<file path="config.mk">
export PLATFORM = sky130hd
export DESIGN_NAME = ctmr_top
export DESIGN_NICKNAME = d
export VERILOG_FILES = /design/src/rtl/ctmr_pkg.sv /design/src/rtl/ctmr_cfg.sv /design/src/rtl/ctmr_ctrl.sv /design/src/rtl/ctmr_down.sv /design/src/rtl/ctmr_outq.sv /design/src/rtl/ctmr_top.sv
export SDC_FILE = /design/constraint.sdc
export NUM_CORES = 1
export LEC_CHECK = 0
export CAP_MARGIN = 20
export CORE_MARGIN = 2
export CORE_UTILIZATION = 49
export CTS_CLUSTER_DIAMETER = 60
export DETAILED_ROUTE_END_ITERATION = 16
export GPL_TIMING_DRIVEN = 0
export PLACE_DENSITY = 0.86
export REMOVE_ABC_BUFFERS = 1
export SYNTH_ARGS = -nofsm -noshare
export SYNTH_HDL_FRONTEND = slang
export SYNTH_SLANG_ARGS = --single-unit
</file>
<file path="constraint.sdc">
create_clock -name clk -period 2.21 [get_ports clk]
set_clock_uncertainty 0.05 [all_clocks]
set_input_delay 0.442 -clock clk [delete_from_list [all_inputs] [get_ports clk]]
set_output_delay 0.442 -clock clk [all_outputs]
set_load 0.03 [all_outputs]
</file>
<file path="src/rtl/ctmr_pkg.sv">
package ctmr_pkg;
  typedef enum logic {
    MODE_COUNTER = 1'b0,
    MODE_TIMER   = 1'b1
  } ct_mode_e;

  typedef enum logic {
    REG_RELOAD = 1'b0,
    REG_MODE   = 1'b1
  } ct_reg_e;
endpackage

</file>
<file path="src/rtl/ctmr_cfg.sv">
module ctmr_cfg
  import ctmr_pkg::*;
#(
  parameter int CNT_W = 16
) (
  input  logic             clk,
  input  logic             rst_n,
  input  logic             we,
  input  logic             addr,
  input  logic [CNT_W-1:0] wdata,
  output logic [CNT_W-1:0] reload,
  output logic             timer_mode,
  output logic             mode_wr,
  output logic             mode_wr_timer
);
  ct_mode_e         mode_q;
  logic [CNT_W-1:0] reload_q;
  logic             reload_wr;

  assign mode_wr       = we && (ct_reg_e'(addr) == REG_MODE);
  assign reload_wr     = we && (ct_reg_e'(addr) == REG_RELOAD);
  assign mode_wr_timer = mode_wr && (ct_mode_e'(wdata[0]) == MODE_TIMER);

  always_ff @(posedge clk or negedge rst_n) begin
    if (!rst_n) begin
      mode_q   <= MODE_COUNTER;
      reload_q <= '0;
    end else begin
      if (mode_wr)   mode_q   <= ct_mode_e'(wdata[0]);
      if (reload_wr) reload_q <= wdata;
    end
  end

  assign reload     = reload_q;
  assign timer_mode = (mode_q == MODE_TIMER);

  // the reload register changes only on its own write
  assert_reload_hold_R3: assert property (@(posedge clk) disable iff (!rst_n)
    !reload_wr |=> $stable(reload_q));
endmodule

</file>
<file path="src/rtl/ctmr_ctrl.sv">
module ctmr_ctrl (
  input  logic clk,
  input  logic rst_n,
  input  logic timer_mode,
  input  logic mode_wr,
  input  logic mode_wr_timer,
  input  logic start,
  input  logic stop,
  input  logic tick,
  input  logic term,
  output logic stop_eff,
  output logic start_eff,
  output logic load,
  output logic count_en,
  output logic running
);
  logic run_q;
  logic active;

  // priority: mode write > stop (counter mode only) > start > tick
  assign stop_eff  = stop && !timer_mode && !mode_wr;
  assign start_eff = start && !mode_wr && !stop_eff;
  assign active    = timer_mode || run_q;
  assign count_en  = tick && active && !mode_wr && !stop_eff && !start_eff;
  assign load      = mode_wr_timer || start_eff || (term && timer_mode);

  always_ff @(posedge clk or negedge rst_n) begin
    if (!rst_n)                      run_q <= 1'b0;
    else if (mode_wr || stop_eff)    run_q <= 1'b0;
    else if (start_eff && !timer_mode) run_q <= 1'b1;
  end

  assign running = run_q;

  // a counter-mode stop leaves the block halted
  assert_stop_halts_R8: assert property (@(posedge clk) disable iff (!rst_n)
    stop_eff |=> !run_q);
  // a mode write always halts counter-mode counting
  assert_modewr_halts_R2: assert property (@(posedge clk) disable iff (!rst_n)
    mode_wr |=> !run_q);
endmodule

</file>
<file path="src/rtl/ctmr_down.sv">
module ctmr_down #(
  parameter int CNT_W = 16
) (
  input  logic             clk,
  input  logic             rst_n,
  input  logic [CNT_W-1:0] reload,
  input  logic             load,
  input  logic             count_en,
  output logic             term
);
  localparam logic [CNT_W-1:0] LAST = CNT_W'(1);

  logic [CNT_W-1:0] cnt_q;

  // decrement with natural wrap: a reload of 0 spans 2**CNT_W ticks
  function automatic logic [CNT_W-1:0] dec_wrap(input logic [CNT_W-1:0] v);
    return v - CNT_W'(1);
  endfunction

  assign term = count_en && (cnt_q == LAST);

  always_ff @(posedge clk or negedge rst_n) begin
    if (!rst_n)        cnt_q <= '0;
    else if (load)     cnt_q <= reload;
    else if (count_en) cnt_q <= dec_wrap(cnt_q);
  end

  // without an enable or a load the count holds
  assert_hold_no_tick_R10: assert property (@(posedge clk) disable iff (!rst_n)
    (!count_en && !load) |=> $stable(cnt_q));
  // the count never reaches the terminal value straight from a load of 0
  assert_zero_reload_R9: assert property (@(posedge clk) disable iff (!rst_n)
    (load && reload == '0) |=> cnt_q != LAST);
endmodule

</file>
<file path="src/rtl/ctmr_outq.sv">
module ctmr_outq (
  input  logic clk,
  input  logic rst_n,
  input  logic timer_mode,
  input  logic mode_wr,
  input  logic stop_eff,
  input  logic start_eff,
  input  logic term,
  output logic ct_out,
  output logic tc_flag
);
  logic out_q, tc_q;

  always_ff @(posedge clk or negedge rst_n) begin
    if (!rst_n) begin
      out_q <= 1'b1;
      tc_q  <= 1'b0;
    end else if (mode_wr || stop_eff) begin
      out_q <= 1'b1;
      tc_q  <= 1'b0;
    end else if (timer_mode) begin
      if (start_eff) out_q <= 1'b1;
      else if (term) out_q <= !out_q;
    end else if (term) begin
      out_q <= 1'b0;
      tc_q  <= 1'b1;
    end
  end

  assign ct_out  = out_q;
  assign tc_flag = tc_q;

  // a raised flag always comes with a low output
  assert_tc_low_out_R7: assert property (@(posedge clk) disable iff (!rst_n)
    tc_q |-> !out_q);
  // in counter mode the output rises only through stop or a mode write
  assert_rise_by_stop_R7: assert property (@(posedge clk) disable iff (!rst_n)
    (!timer_mode && $rose(out_q)) |-> $past(stop_eff || mode_wr));
  // timer mode never raises the flag
  assert_timer_no_tc_R4: assert property (@(posedge clk) disable iff (!rst_n)
    timer_mode |-> !tc_q);
  // each timer terminal event flips the output
  assert_timer_toggle_R4: assert property (@(posedge clk) disable iff (!rst_n)
    (timer_mode && term && !start_eff && !mode_wr) |=> (out_q != $past(out_q)));
endmodule

</file>
<file path="src/rtl/ctmr_top.sv">
module ctmr_top #(
  parameter int CNT_W = 16
) (
  input  logic             clk,
  input  logic             rst_n,
  input  logic             cfg_we,
  input  logic             cfg_addr,
  input  logic [CNT_W-1:0] cfg_wdata,
  input  logic             start_cmd,
  input  logic             stop_cmd,
  input  logic             cnt_tick,
  output logic             ct_out,
  output logic             tc_flag
);
  logic [CNT_W-1:0] reload;
  logic timer_mode, mode_wr, mode_wr_timer;
  logic stop_eff, start_eff, load, count_en, running, term;

  ctmr_cfg #(.CNT_W(CNT_W)) u_cfg (
    .clk(clk), .rst_n(rst_n), .we(cfg_we), .addr(cfg_addr), .wdata(cfg_wdata),
    .reload(reload), .timer_mode(timer_mode), .mode_wr(mode_wr),
    .mode_wr_timer(mode_wr_timer)
  );

  ctmr_ctrl u_ctrl (
    .clk(clk), .rst_n(rst_n), .timer_mode(timer_mode), .mode_wr(mode_wr),
    .mode_wr_timer(mode_wr_timer), .start(start_cmd), .stop(stop_cmd),
    .tick(cnt_tick), .term(term), .stop_eff(stop_eff), .start_eff(start_eff),
    .load(load), .count_en(count_en), .running(running)
  );

  ctmr_down #(.CNT_W(CNT_W)) u_down (
    .clk(clk), .rst_n(rst_n), .reload(reload), .load(load),
    .count_en(count_en), .term(term)
  );

  ctmr_outq u_outq (
    .clk(clk), .rst_n(rst_n), .timer_mode(timer_mode), .mode_wr(mode_wr),
    .stop_eff(stop_eff), .start_eff(start_eff), .term(term),
    .ct_out(ct_out), .tc_flag(tc_flag)
  );

  // a stopped counter-mode block ignores ticks
  assert_idle_ignores_R1: assert property (@(posedge clk) disable iff (!rst_n)
    (!timer_mode && !running && !cfg_we && !start_cmd && !stop_cmd)
      |=> ($stable(ct_out) && $stable(tc_flag)));
endmodule

</file>
==> metrics.md, run 1 <==
| Metric | Value |
|---|---|
| Status | complete, but fails checks |
| Failing checks | setup timing |
| HP Class | in2async |
| Hold_ws | 0.1781 ns |
| Post-Synthesis Cells | 176 |
| Hpwl dp | 2.659 mm |
| Final Cycle Share | 1.045 |
| XOR/XNOR Fraction of Synth Area | 0.01886 |
| Power density over the cells | 769.6 nW/um^2 |
| Synth cell count leaders | dfrtp_1, nand2_1, o21ai_0 |
| DR vias/cell | 5.941 |
| Synthesized flop and latch total | 36 |
| Routed length per instance | 16.93 um |
| RSZ-0062 raised after global routing | true |
| Multi-input logic area | 1018 um^2 |
| Synthesis Warnings | 0 |
| CP endpoint kind | register |
| Seq. cell area | 903.4 um^2 |
| Total GRT Usage | 0.2171 |
| First-pass GRT wire length | 6.906 mm |
| DRC Markers | 0 |
| CTS tree | yes |
| Worst R2R End | u_down.cnt_q[10]$_DFFE_PN0P_ |
| Fin. max-slew vios | 0 |
| Mux contribution to synthesized area | 0.1017 |
| CTS Root Cell | clkbuf_8 |
| Die area | 4301 um^2 |
| Chip width | 65.58 um |
| Total Wirelength | 4.588 mm |
| Routability cong. | 0.8885 |
| Syn avg cell area | 10.56 um^2 |
| Slew @ Worst Pin | 0.8550 ns |
| Core area | 3661 um^2 |
| Largest family of logic cells by synthesized area | simple AND/OR/NAND/NOR gates |
| MaxCap Viol Count | 0 |
| Largest net degree at the start of global routing | 37 |
| Layout cells sized above 1 | 0.3632 |
| Most common cell in the netlist | dfrtp_1 |
| Fill cells | 254 |
| Post-Synthesis Cell Area | 1858 um^2 |
| # nets final | 248 |
| Vias in the first global route | 1465 |
| # rows | 22 |
| Number of synthesized flops with an enable pin | 0 |
| Leak Pwr | 1.043 nW |
| CTS buffer count | 5 |
| Antenna Nets Post-Route | 0 |
| Netlist cell types | 49 |
| Power, Total | 1.952 mW |
| Worst Path Max Fanout | 5 |
| Total gr overflow | 0 |
| PortBufs | 24 |
| Startpoint Class | register |
| DR vias | 1610 |
| Yosys top cell area share | 0.4714 |
| Clock transition at the registers of the reported paths | 0.07 ns |
| Area grow syn2layout | 36.50% |
| Max Freq | 0.4332 GHz |
| Crit Path Category | reg2reg |
| # IOs | 25 |
| Max transition margin | 0.4274 |
| Post-synth ARST share | 1.000 |
| Chip Height | 65.58 um |
| Ant diodes | 0 |
| Clock buffer depth | 2 |
| Initial Utilization | 0.5075 |
| H-tree depth | 2 |
| Reg2reg path depth | 9 |
| Seq/Total Area, Yosys | 0.4855 |
| Worst-Skew Late Latency | 0.29 ns |
| Peak supply drop | 0.3928 mV |
| R2R Path Start | u_down.cnt_q[1]$_DFFE_PN0P_ |
| Worst EP arrival | 2.43 ns |
| Required time of the critical path | 2.34 ns |
| Adder-cell share of the synthesized area | 0.01347 |
| FF-to-FF setup slack | -0.1 ns |
| Post-Synth Simple-Gate Area | 0.1879 |
| Area leader, netlist | dfrtp_1 |
| Area contributors post-synth | dfrtp_1, mux2_2, o21ai_0 |
| Drt first pass iters | 4 |
| Worst Slack Setup Final | -0.09845 ns |
| Fin crit period | 2.308 ns |
| Endpoints failing hold | 0 |
| Compound-Gate Fraction of Synth Area | 0.1603 |
| Final setup viols | 6 |
| Antenna violations before repair | 0 |
| Initial DRC count | 168 |
| Primary flip-flop cell chosen by synthesis mapping | dfrtp_1 |
| Clk sinks | 36 |
[metal layers]
layer,track usage,routed length [um]
met3,0.05308,336
met2,0.3367,2277
met5,0,0
met4,0.1016,71
met1,0.2862,1902
[repair_timing]
item	CTS	global route
endpoints found under the hold margin	0	0
setup buffers	16	6
setup endpoints to repair	16	17
cloned	0	1
gates resized for setup	7	37
pin swaps	6	5
hold buffers	0	0
[layout by cell type, fill, tap and decap left out, drive strengths merged, types with 4 or more instances in the layout]
cell / n
dfrtp: 35
clkdlybuf4s50: 23
buf: 23
nand2: 18
o21ai: 18
mux2: 15
nor2: 11
nor3: 8
clkbuf: 7
inv: 6
or3: 6
a21oi: 4
[state kept, by name, summed over array words and instances (netlist names)]
name / cells
u_cfg.timer_mode: 1
u_outq.tc_flag: 1
u_down.cnt_q: 16
u_outq.ct_out: 1
u_cfg.reload: 16
u_ctrl.running: 1
[power by group]
part	total, mW	internal, mW	switching [mW]
Combinational	0.611	0.329	0.282
Clock	0.429	0.214	0.215
Sequential	0.912	0.783	0.129
[per-stage QoR]
step | utilization | std cells | setup WS [ns] | area, um^2 | setup TNS (ns)
2_1_floorplan | - | 169 | -0.5104 | 1821 | -6.033
3_3_place_gp | 0.5793 | 241 | -1.177 | 2121 | -28.85
3_5_place_dp | 0.5817 | 242 | -0.9052 | 2130 | -13.80
4_1_cts | 0.6439 | 264 | -0.1536 | 2357 | -0.6081
5_1_grt | 0.6928 | 271 | -0.1776 | 2536 | -1.154
6_report | 0.6928 | 271 | -0.09845 | 2536 | -0.4167
[cells by family (layout without fill, tap and decap cells)]
| kind of cell | count (synthesis) | in the layout |
|---|---|---|
| buffers and inverters | 13 | 60 |
| adder cells (fa/ha/maj) | 2 | 2 |
| flip-flops | 36 | 36 |
| multiplexers | 17 | 17 |
| AND/OR/NAND/NOR | 62 | 62 |
| XOR/XNOR | 4 | 4 |
| AO/OA/AOI/OAI | 42 | 42 |
[worst max path at each step]
stage	end	depth (start not counted)	startpoint	slack (ns)
5_1_grt	u_down.cnt_q[10]$_DFFE_PN0P_	9	u_down.cnt_q[1]$_DFFE_PN0P_	-0.18
4_1_cts	u_down.cnt_q[10]$_DFFE_PN0P_	7	u_down.cnt_q[7]$_DFFE_PN0P_	-0.15
3_3_place_gp	u_down.cnt_q[12]$_DFFE_PN0P_	6	cnt_tick	-1.18
2_1_floorplan	u_down.cnt_q[12]$_DFFE_PN0P_	5	u_down.cnt_q[11]$_DFFE_PN0P_	-0.51
3_5_place_dp	u_down.cnt_q[13]$_DFFE_PN0P_	7	cfg_addr	-0.91
6_report	u_down.cnt_q[10]$_DFFE_PN0P_	9	u_down.cnt_q[1]$_DFFE_PN0P_	-0.1
[area by class of cell]
type                    count  share of cell area
clock buffers               6             0.02861
multi-input cells         127              0.4016
clock inverters             1            0.001973
flip-flops and latches     36              0.3562
inverters                   6            0.008880
repair buffers             47              0.1791
well taps                  48             0.02368
[worst max-delay path, cell delays in order (launching register included)]
cell and delay [ns]:
dfrtp_1 0.41, inv_2 0.08, ha_1 0.14, or4b_4 0.50
buf_6 0.15, o41ai_4 0.29, buf_4 0.22, buf_12 0.12
mux2i_1 0.16, o21ai_1 0.07
No activity file was read; power rests on OpenSTA's default activity.
==> run 2: changes to the inputs <==
clock period = 1.9 ns   (was 2.21 ns; I/O delays follow)
==> metrics.md, run 2 (synthesized netlist as in run 1, its figures left out) <==
| Metric | Value |
|---|---|
| Chip width | 65.58 um |
| Clock buffer depth | 2 |
| DRC Markers | 0 |
| Required time of the critical path | 2.03 ns |
| CTS buffer count | 5 |
| H-tree depth | 2 |
| Initial DRC count | 175 |
| Initial Utilization | 0.5075 |
| Clk sinks | 36 |
| Max transition margin | 0.4762 |
| Power, Total | 2.330 mW |
| Comb pwr share | 0.334 |
| # nets final | 253 |
| Antenna Nets Post-Route | 0 |
| Status | complete, but fails checks |
| Routed length per instance | 18.14 um |
| Power density over the cells | 890.7 nW/um^2 |
| DR vias/cell | 6.058 |
| RSZ-0062 raised after global routing | true |
| Core area | 3661 um^2 |
| Commonest non-fill, non-tap cell in the layout | dfrtp_1 |
| DR vias | 1672 |
| MaxCap Viol Count | 0 |
| Hold_ws | 0.1173 ns |
| CTS tree | yes |
| Final setup viols | 18 |
| Endpoints failing hold | 0 |
| Worst-Skew Late Latency | 0.29 ns |
| Total Wirelength | 5.008 mm |
| Slew @ Worst Pin | 0.7857 ns |
| Total GRT Usage | 0.2472 |
| CP endpoint kind | register |
| Final Cycle Share | 1.210 |
| Layout cells sized above 1 | 0.4123 |
| Crit Path Category | reg2reg |
| Hpwl dp | 2.659 mm |
| Largest net degree at the start of global routing | 37 |
| Fin. max-slew vios | 0 |
| Fin area | 2616 um^2 |
| Leak Pwr | 1.096 nW |
| Failing checks | setup timing |
| First-pass GRT wire length | 7.810 mm |
| Fin crit period | 2.299 ns |
| Reg2reg path depth | 7 |
| P_sw | 0.7721 mW |
| Startpoint Class | register |
| Max Freq | 0.4349 GHz |
| PortBufs | 24 |
| Post-Place Cell Area | 2130 um^2 |
| Switching part of the total power | 0.3313 |
| Clock transition at the registers of the reported paths | 0.06 ns |
| Antenna violations before repair | 0 |
| Total gr overflow | 0 |
| # rows | 22 |
| Peak supply drop | 0.5268 mV |
| Chip Height | 65.58 um |
| Ant diodes | 0 |
| Area grow syn2layout | 40.81% |
| Most frequent cells in the layout | dfrtp_1, clkdlybuf4s50_1, buf_4 |
| # IOs | 25 |
| Vias in the first global route | 1586 |
| Drt first pass iters | 4 |
| Internal | 1.558 mW |
| HP Class | in2async |
| Worst EP arrival | 2.43 ns |
| Sequential share of power | 0.451 |
| Routability cong. | 0.8885 |
| Worst Path Max Fanout | 6 |
| Die area | 4301 um^2 |
| Worst Slack Setup Final | -0.3992 ns |
| Clk pwr share | 0.215 |
| CTS Root Cell | clkbuf_8 |
## run 2: cell types whose count changed in the layout (fill, tap and decap cells not counted), sizes merged
cell           before  now
buf                23   29
clkbuf              7    6
clkdlybuf4s50      23   22
dlygate4sd2         0    1
## run 2: metal layers
layer	share of wire	vias to the layer above	track usage	wire [um]
met5	0	-	0	0
met4	0.015	0	0.1224	76
met3	0.073	11	0.06336	368
met2	0.52	89	0.3980	2591
met1	0.39	817	0.3081	1971
li1	-	755	-	-
## run 2: path summary, 6_finish.rpt
path / from / endpoint / slack, ns
max: u_down.cnt_q[12]$_DFFE_PN0P_ / u_down.cnt_q[10]$_DFFE_PN0P_ / -0.40
min: rst_n / u_outq.tc_flag$_DFFE_PN0P_ / 0.12
max reg2reg: u_down.cnt_q[12]$_DFFE_PN0P_ / u_down.cnt_q[10]$_DFFE_PN0P_ / -0.40
min reg2reg: u_cfg.reload[2]$_DFFE_PN0P_ / u_down.cnt_q[2]$_DFFE_PN0P_ / 0.45
max in group asynchronous: rst_n / u_down.cnt_q[5]$_DFFE_PN0P_ / 1.13
min in group clk: u_cfg.reload[2]$_DFFE_PN0P_ / u_down.cnt_q[2]$_DFFE_PN0P_ / 0.45
## run 2: stage by stage
stage / instances / TNS, ns / setup slack, ns / utilization
5_1_grt: 276 / -6.443 / -0.4555 / 0.7146
3_3_place_gp: 241 / -46.00 / -1.425 / 0.5793
6_report: 276 / -5.564 / -0.3992 / 0.7146
2_1_floorplan: 169 / -10.99 / -0.8204 / -
4_1_cts: 266 / -4.908 / -0.3632 / 0.6801
3_5_place_dp: 242 / -22.10 / -1.153 / 0.5817
## run 2: cell type report
cell class	instances	area [um^2]
clock buffer	6	72.57
clock inverter	1	5.005
fill	245	1045
inverter	6	22.52
multi-input combinational	127	1077
sequential	36	904.6
tap	48	60.06
timing repair buffer	52	474.2
## run 2: power by group through the flow
stage	clock, mW	combinational [mW]	sequential (mW)
finish	0.501	0.778	1.05
global route	0.562	0.842	1.06
CTS	0.507	0.676	1.03
detailed placement	0	0.482	1.05
global placement	0	0.455	1.04
floorplan	0	0.341	1.02
## run 2: repair_timing
| item | CTS | global route |
|---|---|---|
| pin swaps | 18 | 6 |
| endpoints found under the setup margin | 34 | 18 |
| resized for setup | 44 | 24 |
| hold buffers | 0 | 0 |
| gates cloned | 1 | 0 |
| buffers inserted | 16 | 12 |
## run 2: critical path, stage by stage (launching register included)
cell	delay, ns
dfrtp_1	0.39
or4_4	0.56
or3_4	0.41
o41ai_4	0.23
buf_6	0.19
buf_6	0.13
mux2i_1	0.16
o21ai_1	0.07
